$ cat src/rtl/hs_regfile_pkg.sv
package hs_regfile_pkg;
   typedef enum logic [1:0] {
      HS_IDLE = 2'd0,
      HS_WAIT = 2'd1,
      HS_HOLD = 2'd2
   } hs_state_t;

   localparam int HS_MAX_LATENCY = 7;
endpackage

$ cat src/rtl/hs_handshake.sv
module hs_handshake
   import hs_regfile_pkg::*;
#(
   parameter int LATENCY = 2
) (
   input  logic clk,
   input  logic rst_n,
   input  logic start,
   output logic accept,
   output logic done
);
   localparam int CNT_W = (LATENCY > 2) ? $clog2(LATENCY) : 1;
   localparam int LOAD  = (LATENCY >= 2) ? LATENCY - 2 : 0;
   localparam logic [CNT_W-1:0] LOAD_V = LOAD[CNT_W-1:0];

   hs_state_t        state;
   logic [CNT_W-1:0] cnt;

   always_ff @(posedge clk) begin
      if (!rst_n) begin
         state <= HS_IDLE;
         cnt   <= '0;
      end else begin
         case (state)
            HS_IDLE: begin
               if (start) begin
                  if (LATENCY <= 1) begin
                     state <= HS_HOLD;
                  end else begin
                     state <= HS_WAIT;
                     cnt   <= LOAD_V;
                  end
               end
            end
            HS_WAIT: begin
               if (!start)
                  state <= HS_IDLE;
               else if (cnt == '0)
                  state <= HS_HOLD;
               else
                  cnt <= cnt - 1'b1;
            end
            HS_HOLD: begin
               if (!start)
                  state <= HS_IDLE;
            end
            default: state <= HS_IDLE;
         endcase
      end
   end

   assign accept = start && (state == HS_IDLE);

   generate
      if (LATENCY == 0) begin : g_zero_wait
         assign done = start && ((state == HS_HOLD) || (state == HS_IDLE));
      end else begin : g_counted_wait
         assign done = start && (state == HS_HOLD);
      end
   endgenerate
endmodule

$ cat src/rtl/hs_storage.sv
module hs_storage #(
   parameter int DATA_W = 8,
   parameter int ADDR_W = 4,
   parameter int N_REG  = 14
) (
   input  logic              clk,
   input  logic              rst_n,
   input  logic              wr_en,
   input  logic [ADDR_W-1:0] addr,
   input  logic [DATA_W-1:0] wdata,
   output logic [DATA_W-1:0] rdata
);
   logic [DATA_W-1:0] mem [N_REG];

   always_ff @(posedge clk) begin
      if (!rst_n) begin
         for (int i = 0; i < N_REG; i++)
            mem[i] <= '0;
      end else if (wr_en) begin
         for (int i = 0; i < N_REG; i++)
            if (addr == ADDR_W'(i))
               mem[i] <= wdata;
      end
   end

   always_comb begin
      rdata = '0;
      for (int i = 0; i < N_REG; i++)
         if (addr == ADDR_W'(i))
            rdata = mem[i];
   end
endmodule

$ cat src/rtl/hs_irq.sv
module hs_irq (
   input  logic clk,
   input  logic rst_n,
   input  logic event_in,
   input  logic clear,
   output logic pending
);
   logic ev_q;
   logic ev_rise;

   assign ev_rise = event_in && !ev_q;

   always_ff @(posedge clk) begin
      if (!rst_n) begin
         ev_q    <= 1'b0;
         pending <= 1'b0;
      end else begin
         ev_q <= event_in;
         if (ev_rise)
            pending <= 1'b1;
         else if (clear)
            pending <= 1'b0;
      end
   end
endmodule

$ cat src/rtl/hs_regfile.sv
module hs_regfile
   import hs_regfile_pkg::*;
#(
   parameter int DATA_W  = 8,
   parameter int ADDR_W  = 4,
   parameter int LATENCY = 2
) (
   input  logic              clk,
   input  logic              rst_n,
   input  logic [ADDR_W-1:0] reg_addr,
   input  logic              rd_not_wr,
   input  logic              start,
   input  logic [DATA_W-1:0] wr_data,
   input  logic              event_in,
   output logic              done,
   output logic [DATA_W-1:0] rd_data,
   output logic              irq_n,
   output logic              ctrl_pulse
);
   localparam int N_ADDR = 1 << ADDR_W;
   localparam int N_REG  = N_ADDR - 2;
   localparam logic [ADDR_W-1:0] STATUS_ADDR = ADDR_W'(N_ADDR - 1);
   localparam logic [ADDR_W-1:0] STROBE_ADDR = ADDR_W'(N_ADDR - 2);

   generate
      if (DATA_W < 1) begin : g_bad_width
         $error("hs_regfile: DATA_W must be at least 1");
      end
      if (ADDR_W < 2) begin : g_bad_addr
         $error("hs_regfile: ADDR_W must be at least 2");
      end
      if (LATENCY < 0 || LATENCY > HS_MAX_LATENCY) begin : g_bad_lat
         $error("hs_regfile: LATENCY out of range 0..7");
      end
   endgenerate

   logic              accept;
   logic              wr_acc;
   logic              store_wr;
   logic              irq_clear;
   logic              pending;
   logic              pulse_q;
   logic [DATA_W-1:0] store_rdata;

   hs_handshake #(.LATENCY(LATENCY)) u_hs (
      .clk    (clk),
      .rst_n  (rst_n),
      .start  (start),
      .accept (accept),
      .done   (done)
   );

   assign wr_acc    = accept && !rd_not_wr;
   assign store_wr  = wr_acc && (reg_addr < STROBE_ADDR);
   assign irq_clear = wr_acc && (reg_addr == STATUS_ADDR) && wr_data[0];

   hs_storage #(.DATA_W(DATA_W), .ADDR_W(ADDR_W), .N_REG(N_REG)) u_store (
      .clk   (clk),
      .rst_n (rst_n),
      .wr_en (store_wr),
      .addr  (reg_addr),
      .wdata (wr_data),
      .rdata (store_rdata)
   );

   hs_irq u_irq (
      .clk      (clk),
      .rst_n    (rst_n),
      .event_in (event_in),
      .clear    (irq_clear),
      .pending  (pending)
   );

   always_ff @(posedge clk) begin
      if (!rst_n)
         pulse_q <= 1'b0;
      else
         pulse_q <= wr_acc && (reg_addr == STROBE_ADDR);
   end

   always_comb begin
      if (reg_addr == STATUS_ADDR)
         rd_data = {{(DATA_W-1){1'b0}}, pending};
      else
         rd_data = store_rdata;
   end

   assign irq_n      = !pending;
   assign ctrl_pulse = pulse_q;
endmodule

$ cat config.mk
export PLATFORM = sky130hd
export DESIGN_NAME = hs_regfile
export DESIGN_NICKNAME = d
export VERILOG_FILES = /design/src/rtl/hs_regfile_pkg.sv /design/src/rtl/hs_handshake.sv /design/src/rtl/hs_storage.sv /design/src/rtl/hs_irq.sv /design/src/rtl/hs_regfile.sv
export SDC_FILE = /design/constraint.sdc
export NUM_CORES = 1
export LEC_CHECK = 0
export BUFFER_PORTS_ARGS = -buffer_cell sky130_fd_sc_hd__buf_2
export CAP_MARGIN = 25
export CORE_ASPECT_RATIO = 0.7
export CORE_MARGIN = 4
export CORE_UTILIZATION = 50
export CTS_CLUSTER_SIZE = 14
export DETAILED_ROUTE_END_ITERATION = 10
export MAX_ROUTING_LAYER = met4
export PLACE_DENSITY = 0.76
export SYNTH_ARGS = -nofsm -noshare
export SYNTH_HDL_FRONTEND = slang
export SYNTH_HIERARCHICAL = 1
export SYNTH_SLANG_ARGS = --single-unit
export TNS_END_PERCENT = 1
$ cat constraint.sdc
create_clock -name clk -period 2.71 [get_ports clk]
set_input_delay 0.1355 -clock clk [delete_from_list [all_inputs] [get_ports clk]]
set_output_delay 0.1355 -clock clk [all_outputs]
set_load 0.1 [all_outputs]
# After elaboration in Yosys (flattened, before gate mapping)
# Memory sizes are Yosys's and may differ from the RTL's.
# Index checks and enable logic that the tools add are counted.
[word_totals]
mem_bits_rw = 112
mem_count = 1
ff_bits = 6
[op_classes]
muxes = 97
eq_ne = 21
bitwise_logic = 14
reduce_logical = 17
n_addsub = 1
order_cmp = 1
[memory_table]
columns = ["memory", "depth", "width", "rd", "rd_ports_with_merged_regs", "write_ports", "line", "source"]
rows = [
  ["u_store.mem", 14, 8, 14, 0, 14, "hs_storage.sv:13", "logic [DATA_W-1:0] mem [N_REG];"],
]
[ops]
columns = ["cell", "n"]
rows = [
  ["8-bit 2-to-1 mux", 29],
  ["1-bit 2-to-1 mux", 62],
  ["4-bit equality test, second input constant", 8],
  ["4-bit by 3-bit equality test with 1-bit output, second input constant", 4],
  ["1-bit bitwise OR", 14],
  ["4-bit by 2-bit equality test with 1-bit output, second input constant", 2],
  ["1-bit logical AND", 8],
  ["2-bit 2-to-1 mux", 4],
  ["2-bit != test, second input constant", 3],
  ["2-bit one-hot mux with 3 select lines", 1],
  ["3-bit AND reduction", 2],
  ["4-bit by 1-bit equality test with 1-bit output, second input constant", 1],
  ["4-bit zero test", 1],
  ["4-bit less-than comparator, second input constant", 1],
  ["2-bit nonzero test", 2],
  ["1-bit zero test", 3],
  ["3-bit != test, second input constant", 1],
  ["2-bit by 1-bit equality test with 1-bit output, second input constant", 1],
  ["2-bit equality test, second input constant", 1],
  ["2-bit zero test", 1],
  ["1-bit one-hot mux with 2 select lines", 1],
  ["1-bit subtractor, second input constant", 1],
]

# Longest topological paths before layout
# Gate-level depths: netlist of run 1.
[depth]
depth_word = 16
mapped_depth = 9
mapped_depth_nobuf = 7

# By module
# Netlist of run 1, hierarchy kept.
[by_module_without_submodules]
columns = ["mod", "area_each_um2", "cells_per_inst", "instances"]
rows = [
  ["hs_storage", 5218.8, 445, 1],
  ["hs_regfile", 148.9, 18, 1],
  ["hs_handshake", 76.3, 9, 1],
  ["hs_irq", 70.1, 6, 1],
]

# Worst setup path before layout of run 1
# No wires, ideal clock.
[synth_timing]
kind = "reg-to-reg"
from = "reg u_hs.state[0]"
to = "mem u_store.mem[12][0] (netlist: u_store/mem[1][32]) (enable)"
synth_period_minus_slack_ns = 2.154
stages_incl_launch_ff = 7
slack_ns = 0.556
required_time_ns = 2.323
n_path_buf = 1
setup_time_ns = 0.387
t_arrival_ns = 1.768
cell_sequence = "dfxtp_1 nor3b_1 nand2b_1 nor2b_1 clkbuf_1 inv_1 o31ai_1"
[synth_lines]
columns = ["element", "line", "source"]
rows = [
  ["from (decl)", "hs_handshake.sv:16", "hs_state_t state;"],
  ["from (signal assigned)", "hs_handshake.sv:21", "state <= HS_IDLE;"],
  ["from (signal assigned)", "hs_handshake.sv:28", "state <= HS_HOLD;"],
  ["from (signal assigned)", "hs_handshake.sv:30", "state <= HS_WAIT;"],
  ["to (decl)", "hs_storage.sv:13", ""],
]

# Final worst setup path of run 1
[layout_timing]
from = "in reg_addr[1]"
to = "out rd_data[6]"
[layout_via]
elab_chain_cells = 16
[layout_rtl]
columns = ["element", "line", "source"]
rows = [
  ["from (decl)", "hs_regfile.sv:10", "input logic [ADDR_W-1:0] reg_addr,"],
  ["4-bit zero test", "hs_storage.sv:29", "if (addr == ADDR_W'(i))"],
  ["8-bit 2-to-1 mux (13 in series)", "hs_storage.sv:29", ""],
  ["8-bit 2-to-1 mux (*)", "hs_storage.sv:29", ""],
  ["net store_rdata[6]", "hs_regfile.sv:43", "logic [DATA_W-1:0] store_rdata;"],
  ["8-bit 2-to-1 mux (*)", "hs_regfile.sv:82", "if (reg_addr == STATUS_ADDR)"],
  ["to (decl)", "hs_regfile.sv:16", "output logic [DATA_W-1:0] rd_data,"],
]
# Mark *: on every way through the listed nets, which the timed path passes. The rest lies on a longest branch.

==> metrics.txt, run 1 <==
outcome finished, final reports clean; final setup TNS 0 ps; post-layout min period 2476 ps; yosys warns 6; Metal-1 WL 6.523 mm; Crit Path Max Fanout 31; Placement Setup Slack 293.1 ps; Initial DRC Count 694; Peak VDD IR 0.7465 mV; Worst R2R Setup Slack 590 ps; First-pass DRT Iterations 5; maxcap violations 0; post-route ant nets 0; # IOs 28; Syn Area/Cell 11.54 µm²; Netlist cell types 59; post-synth top area share 60.99%; Setup CP Type in2out; most common library cells after synthesis 112 x edfxtp_1, 98 x nor2_1, 44 x nand2_1; Hold Crit Class in2reg; postcts setup bufs 0; Post-synth EDFFs 112; Initial Utilization 52.27%; CTS buffer count 17; Hold Fails Final Rpt 0; wire length on met2 6.629 mm; fin crit share 91.37%; Setup crit end kind output port; Max-slew headroom 54.85%; worst skew pair latency 420 ps; worst path arrival time 2340 ps; Critical Path RT 2570 ps; register bit total from synthesis 117; synth top area cells edfxtp_1 61%, nor2_1 6.7%, nand2_1 3.0%; DR vias/cell 6.131; worst slew pin tran 675.5 ps; Worst Setup Start Kind primary input; die area 12800 µm²; DIE WIDTH 133.5 µm; sequential share of the synthesized area 62.81%; Die Ht 95.86 µm; Syn-to-layout area delta 19.76%; n_diodes 0; ys async rst share 0%; Layout Nets 536; CTS clk-pin slew, worst paths 60 ps; WL/cell 23.25 µm; DR WL met3 2.405 mm; Synth Flop Type edfxtp_1; Worst Skew 7.708 ps; leakage 0.002477 µW; number of hold buffers added after CTS 2; clk buf depth 2; initial antenna violation count 0; number of remaining DRC errors 0; Post-Syn Nets 495; Top Metal Used met4; PwrDens 762.8 nW/µm²; final max-slew violation count 0; pin count of the biggest net entering global routing 32; cell type with the highest aggregate area in the netlist edfxtp_1; H-tree Lvls 4; Total GRT Usage 26.69%; synthesized cell area 5514 µm²; Post-DP HPWL 10.70 mm; RSZ-0062 raised after global routing false; Fin Hold WS 33.45 ps; layout cell share with drive strength beyond 1 20.11%; final setup violating endpoints 0; cell row count 31; first-pass GRT wire length 23.88 mm; upper clock frequency limit 0.4039 GHz; total grt overflow 0; Cells after Synth 478; CTS resizes 0; # port buffers 27; Via Count 4169; TritonCTS clock tree yes; leading cell type by number of instances after synthesis edfxtp_1; Core ar. 10550 µm²; drt total wl 15.81 mm; Final Worst Setup Slack 234.0 ps; vias in the first global route 4000; CTS root buf clkbuf_16; clk sink count 117; Placer Congestion 1.066
-- layer usage --
| metal | track usage [%] | up-vias |
|---|---|---|
| li1 | - | 1820 |
| met4 | 8.305 | 0 |
| met5 | - | - |
| met1 | 37.74 | 1994 |
| met2 | 36.66 | 321 |
| met3 | 8.673 | 34 |
-- through the flow --
stage / power (µW) / instance area (µm²) / util (%) / cells
finish: 5038 / 6604 / 62.59 / 680
global route: 5182 / 6604 / 62.59 / 680
CTS: 5055 / 6604 / 62.59 / 680
detailed placement: 2722 / 5971 / 56.59 / 646
global placement: 2712 / 5971 / 56.59 / 646
floorplan: 2504 / 5514 / - / 478
-- cell type report --
cell class / instances / area [µm²]
Sequential cell: 117 / 3463
Tap cell: 148 / 185.2
Fill cell: 833 / 3946
Inverter: 18 / 67.56
Clock inverter: 14 / 183.9
Clock buffer: 18 / 429.2
Timing Repair Buffer: 55 / 470.5
Multi-Input combinational cell: 310 / 1804
-- cell usage in the layout (no fill, tap or decap), types with 10 or more instances in the layout --
| cell | n |
|---|---|
| a21oi_1 | 18 |
| buf_2 | 19 |
| buf_4 | 26 |
| clkbuf_16 | 17 |
| edfxtp_1 | 112 |
| inv_1 | 18 |
| mux2_2 | 10 |
| mux2i_1 | 12 |
| nand2_1 | 44 |
| nand3_1 | 13 |
| nor2_1 | 98 |
| o21ai_0 | 14 |
-- state kept, by name, summed over array words and instances, names as in the netlist --
signal	count
u_hs/state	2
u_irq/pending	1
ctrl_pulse	1
u_irq/ev_q	1
u_store/mem	112
-- cell families after synthesis --
family / after synthesis / synth area share [%]
simple gates: 202 / 16.95
mux: 25 / 5.310
compound gates: 82 / 10.30
flops: 117 / 62.81
buf+inv: 51 / 4.470
xor+xnor: 1 / 0.1589
-- worst max-delay path, stage by stage --
cell and delay, ps:
buf_2 520, buf_4 290, or4bb_1 420, nand4_1 120, a311o_1 210, a2111o_1 100
o221a_2 180, and2_2 160, buf_12 170
-- where the power goes --
part / switching, µW / internal (µW)
logic: 401 / 193
clock network: 806 / 1530
registers: 40.0 / 2070
total: 1250 / 3790
-- final timing paths --
| check | from | end | cells past startpoint |
|---|---|---|---|
| max | reg_addr[1] | rd_data[6] | 9 |
| min | rd_not_wr | ctrl_pulse$_SDFF_PN0_ | 3 |
| max reg2reg | u_hs/state[0]$_SDFFE_PN0P_ | u_store/mem[0][49]$_SDFFCE_PN0P_ | 6 |
| min reg2reg | u_hs/state[1]$_SDFFE_PN0P_ | u_hs/state[0]$_SDFFE_PN0P_ | 1 |
Note: power is estimated with default switching activity, not from simulation.
==> run 2, diff against run 1 <==
- CORE_UTILIZATION: 50 -> 40
- PLACE_DENSITY: 0.76 -> 0.65
==> run 2 against run 1 <==
  * Maximum frequency down 2.4%
  * Via count down 0.12%
  * Die area is 23% higher
  * Count of clock-buffer cells in the layout grew 2
  * Critical path depth is 2 lower
  * Worst hold slack better by 7.7 ps
  * Cell area about the same
  * Flip-flop and latch count unchanged
  * Combinational power rose by 2%
  * Sequential share of layout area about the same
  * Largest cell class unchanged
==> metrics.txt, run 2 (synthesis gave the netlist of run 1 again) <==
Via Count 4164 (was 4169); Top Registers u_store/mem x112, u_hs/state x2 (unchanged); RSZ-0062 raised after global routing false (unchanged); final setup violating endpoints 0 (unchanged); CTS buffer count 17 (unchanged); Initial Utilization 41.42% (was 52.27%); upper clock frequency limit 0.3942 GHz (was 0.4039 GHz); Placement Setup Slack 294.9 ps (was 293.1 ps); final max-slew violation count 0 (unchanged); outcome finished, final reports clean (unchanged); Peak VDD IR 0.4689 mV (was 0.7465 mV); clk sink count 117 (unchanged); DIE WIDTH 148.3 µm (was 133.5 µm); # IOs 28 (unchanged); Setup crit end kind output port (unchanged); post-route ant nets 0 (unchanged); Total GRT Usage 21.99% (was 26.69%); Syn-to-layout area delta 19.72% (was 19.76%); initial antenna violation count 0 (unchanged); Crit Path Max Fanout 2 (was 31); Post-DP HPWL 11.42 mm (was 10.70 mm); n_diodes 0 (unchanged); First-pass DRT Iterations 5 (unchanged); Worst Setup Start Kind flop (was primary input); Placer Congestion 0.9652 (was 1.066); final setup TNS 0 ps (unchanged); Psw 1200 µW (was 1247 µW); Hold Crit Class in2reg (unchanged); Die Ht 106.2 µm (was 95.86 µm); post-layout min period 2537 ps (was 2476 ps); Core ar. 13310 µm² (was 10550 µm²); Critical Path RT 2570 ps (about the same); power share of the clock group 43.5% (was 46.3%); maxcap violations 0 (unchanged); commonest non-fill, non-tap cell in the layout edfxtp_1 (unchanged); Largest register FFs 112 (unchanged); worst path arrival time 2400 ps (was 2340 ps); Max-slew headroom 56.41% (was 54.85%); Int Power 3600 µW (was 3791 µW); worst slew pin tran 653.9 ps (was 675.5 ps); CTS root buf clkbuf_16 (unchanged); Largest Register u_store/mem (unchanged); Fin Hold WS 41.11 ps (was 33.45 ps); cell row count 35 (was 31); CTS clk-pin slew, worst paths 50 ps (was 60 ps); H-tree Lvls 4 (unchanged); die area 15760 µm² (was 12800 µm²); TritonCTS clock tree yes (unchanged); Reg power frac 43.9% (was 41.9%); post-layout util 49.59% (was 62.59%); layout cell share with drive strength beyond 1 20.04% (was 20.11%); first-pass GRT wire length 24.44 mm (was 23.88 mm); worst skew pair latency 410 ps (was 420 ps); PwrDens 727.1 nW/µm² (was 762.8 nW/µm²); most frequent cells in the layout 112 x edfxtp_1, 98 x nor2_1, 44 x nand2_1 (unchanged); # port buffers 27 (unchanged); vias in the first global route 3926 (was 4000); Worst Skew 7.023 ps (was 7.708 ps); postcts setup bufs 0 (unchanged); number of remaining DRC errors 0 (unchanged); total grt overflow 0 (unchanged); clk buf depth 2 (unchanged); fin crit share 93.61% (was 91.37%); Net Sw Frac 25.01% (was 24.75%); Setup CP Type reg2out (was in2out); Comb power frac 12.5% (was 11.8%); Hold Fails Final Rpt 0 (unchanged); Final Worst Setup Slack 173.2 ps (was 234.0 ps); Layout Nets 538 (was 536); DR vias/cell 5.791 (was 6.131); WL/cell 22.47 µm (was 23.25 µm); leakage 0.002472 µW (was 0.002477 µW); pin count of the biggest net entering global routing 33 (was 32); drt total wl 16.16 mm (was 15.81 mm); Initial DRC Count 584 (was 694)
## run 2: area by class of cell
cell class	instances	area [µm²]
Clock inverter	12	112.6
Clock buffer	20	436.7
Tap cell	185	231.5
Multi-Input combinational cell	310	1804
Inverter	18	67.56
Timing Repair Buffer	57	485.5
Sequential cell	117	3463
Fill cell	1202	6711
## run 2: worst max-delay path: stages, from the launching register on
cell      delay (ps)
edfxtp_1         360
or4bb_1          220
nand4_1          190
a311o_1          430
a2111o_1         300
o221a_2          140
and2_2           190
buf_12           160
## run 2: per-layer routing
layer | part of all wire [%] | track usage (%) | wire (µm)
met5 | 0 | - | 0
met4 | 0.82 | 5.274 | 133
met3 | 12 | 6.732 | 2001
met2 | 41 | 28.36 | 6603
met1 | 46 | 33.51 | 7417
## run 2: final timing paths
kind | startpoint | end | slack, ps | cells after the start
min | rd_not_wr | ctrl_pulse$_SDFF_PN0_ | 40 | 3
max | u_store/mem[0][22]$_SDFFCE_PN0P_ | rd_data[6] | 170 | 7
min reg2reg | u_hs/state[1]$_SDFFE_PN0P_ | u_hs/state[0]$_SDFFE_PN0P_ | 500 | 1
max reg2reg | u_hs/state[0]$_SDFFE_PN0P_ | u_store/mem[0][2]$_SDFFCE_PN0P_ | 280 | 7
## run 2: through the flow
stage / instances / total power, µW / cell area [µm²]
after floorplan: 478 / 2504 / 5514
after global placement: 685 / 2728 / 6032
after detailed placement: 685 / 2734 / 6032
after CTS: 719 / 4814 / 6601
after global routing: 719 / 4955 / 6601
final: 719 / 4800 / 6601
## run 2: power groups by stage
| stage | Sequential (µW) | Clock [µW] | Combinational, µW |
|---|---|---|---|
| 3_5_place_dp | 2140 | 0 | 592 |
| 5_1_grt | 2110 | 2210 | 635 |
| 2_1_floorplan | 2120 | 0 | 382 |
| 4_1_cts | 2110 | 2110 | 596 |
| 6_report | 2110 | 2090 | 602 |
| 3_3_place_gp | 2140 | 0 | 586 |
## run 2: repair_timing
action                                  CTS  global route
endpoints found under the hold margin     4             0
endpoints found under the setup margin    0             0
resized for setup                         0             0
hold buffers                              2             0
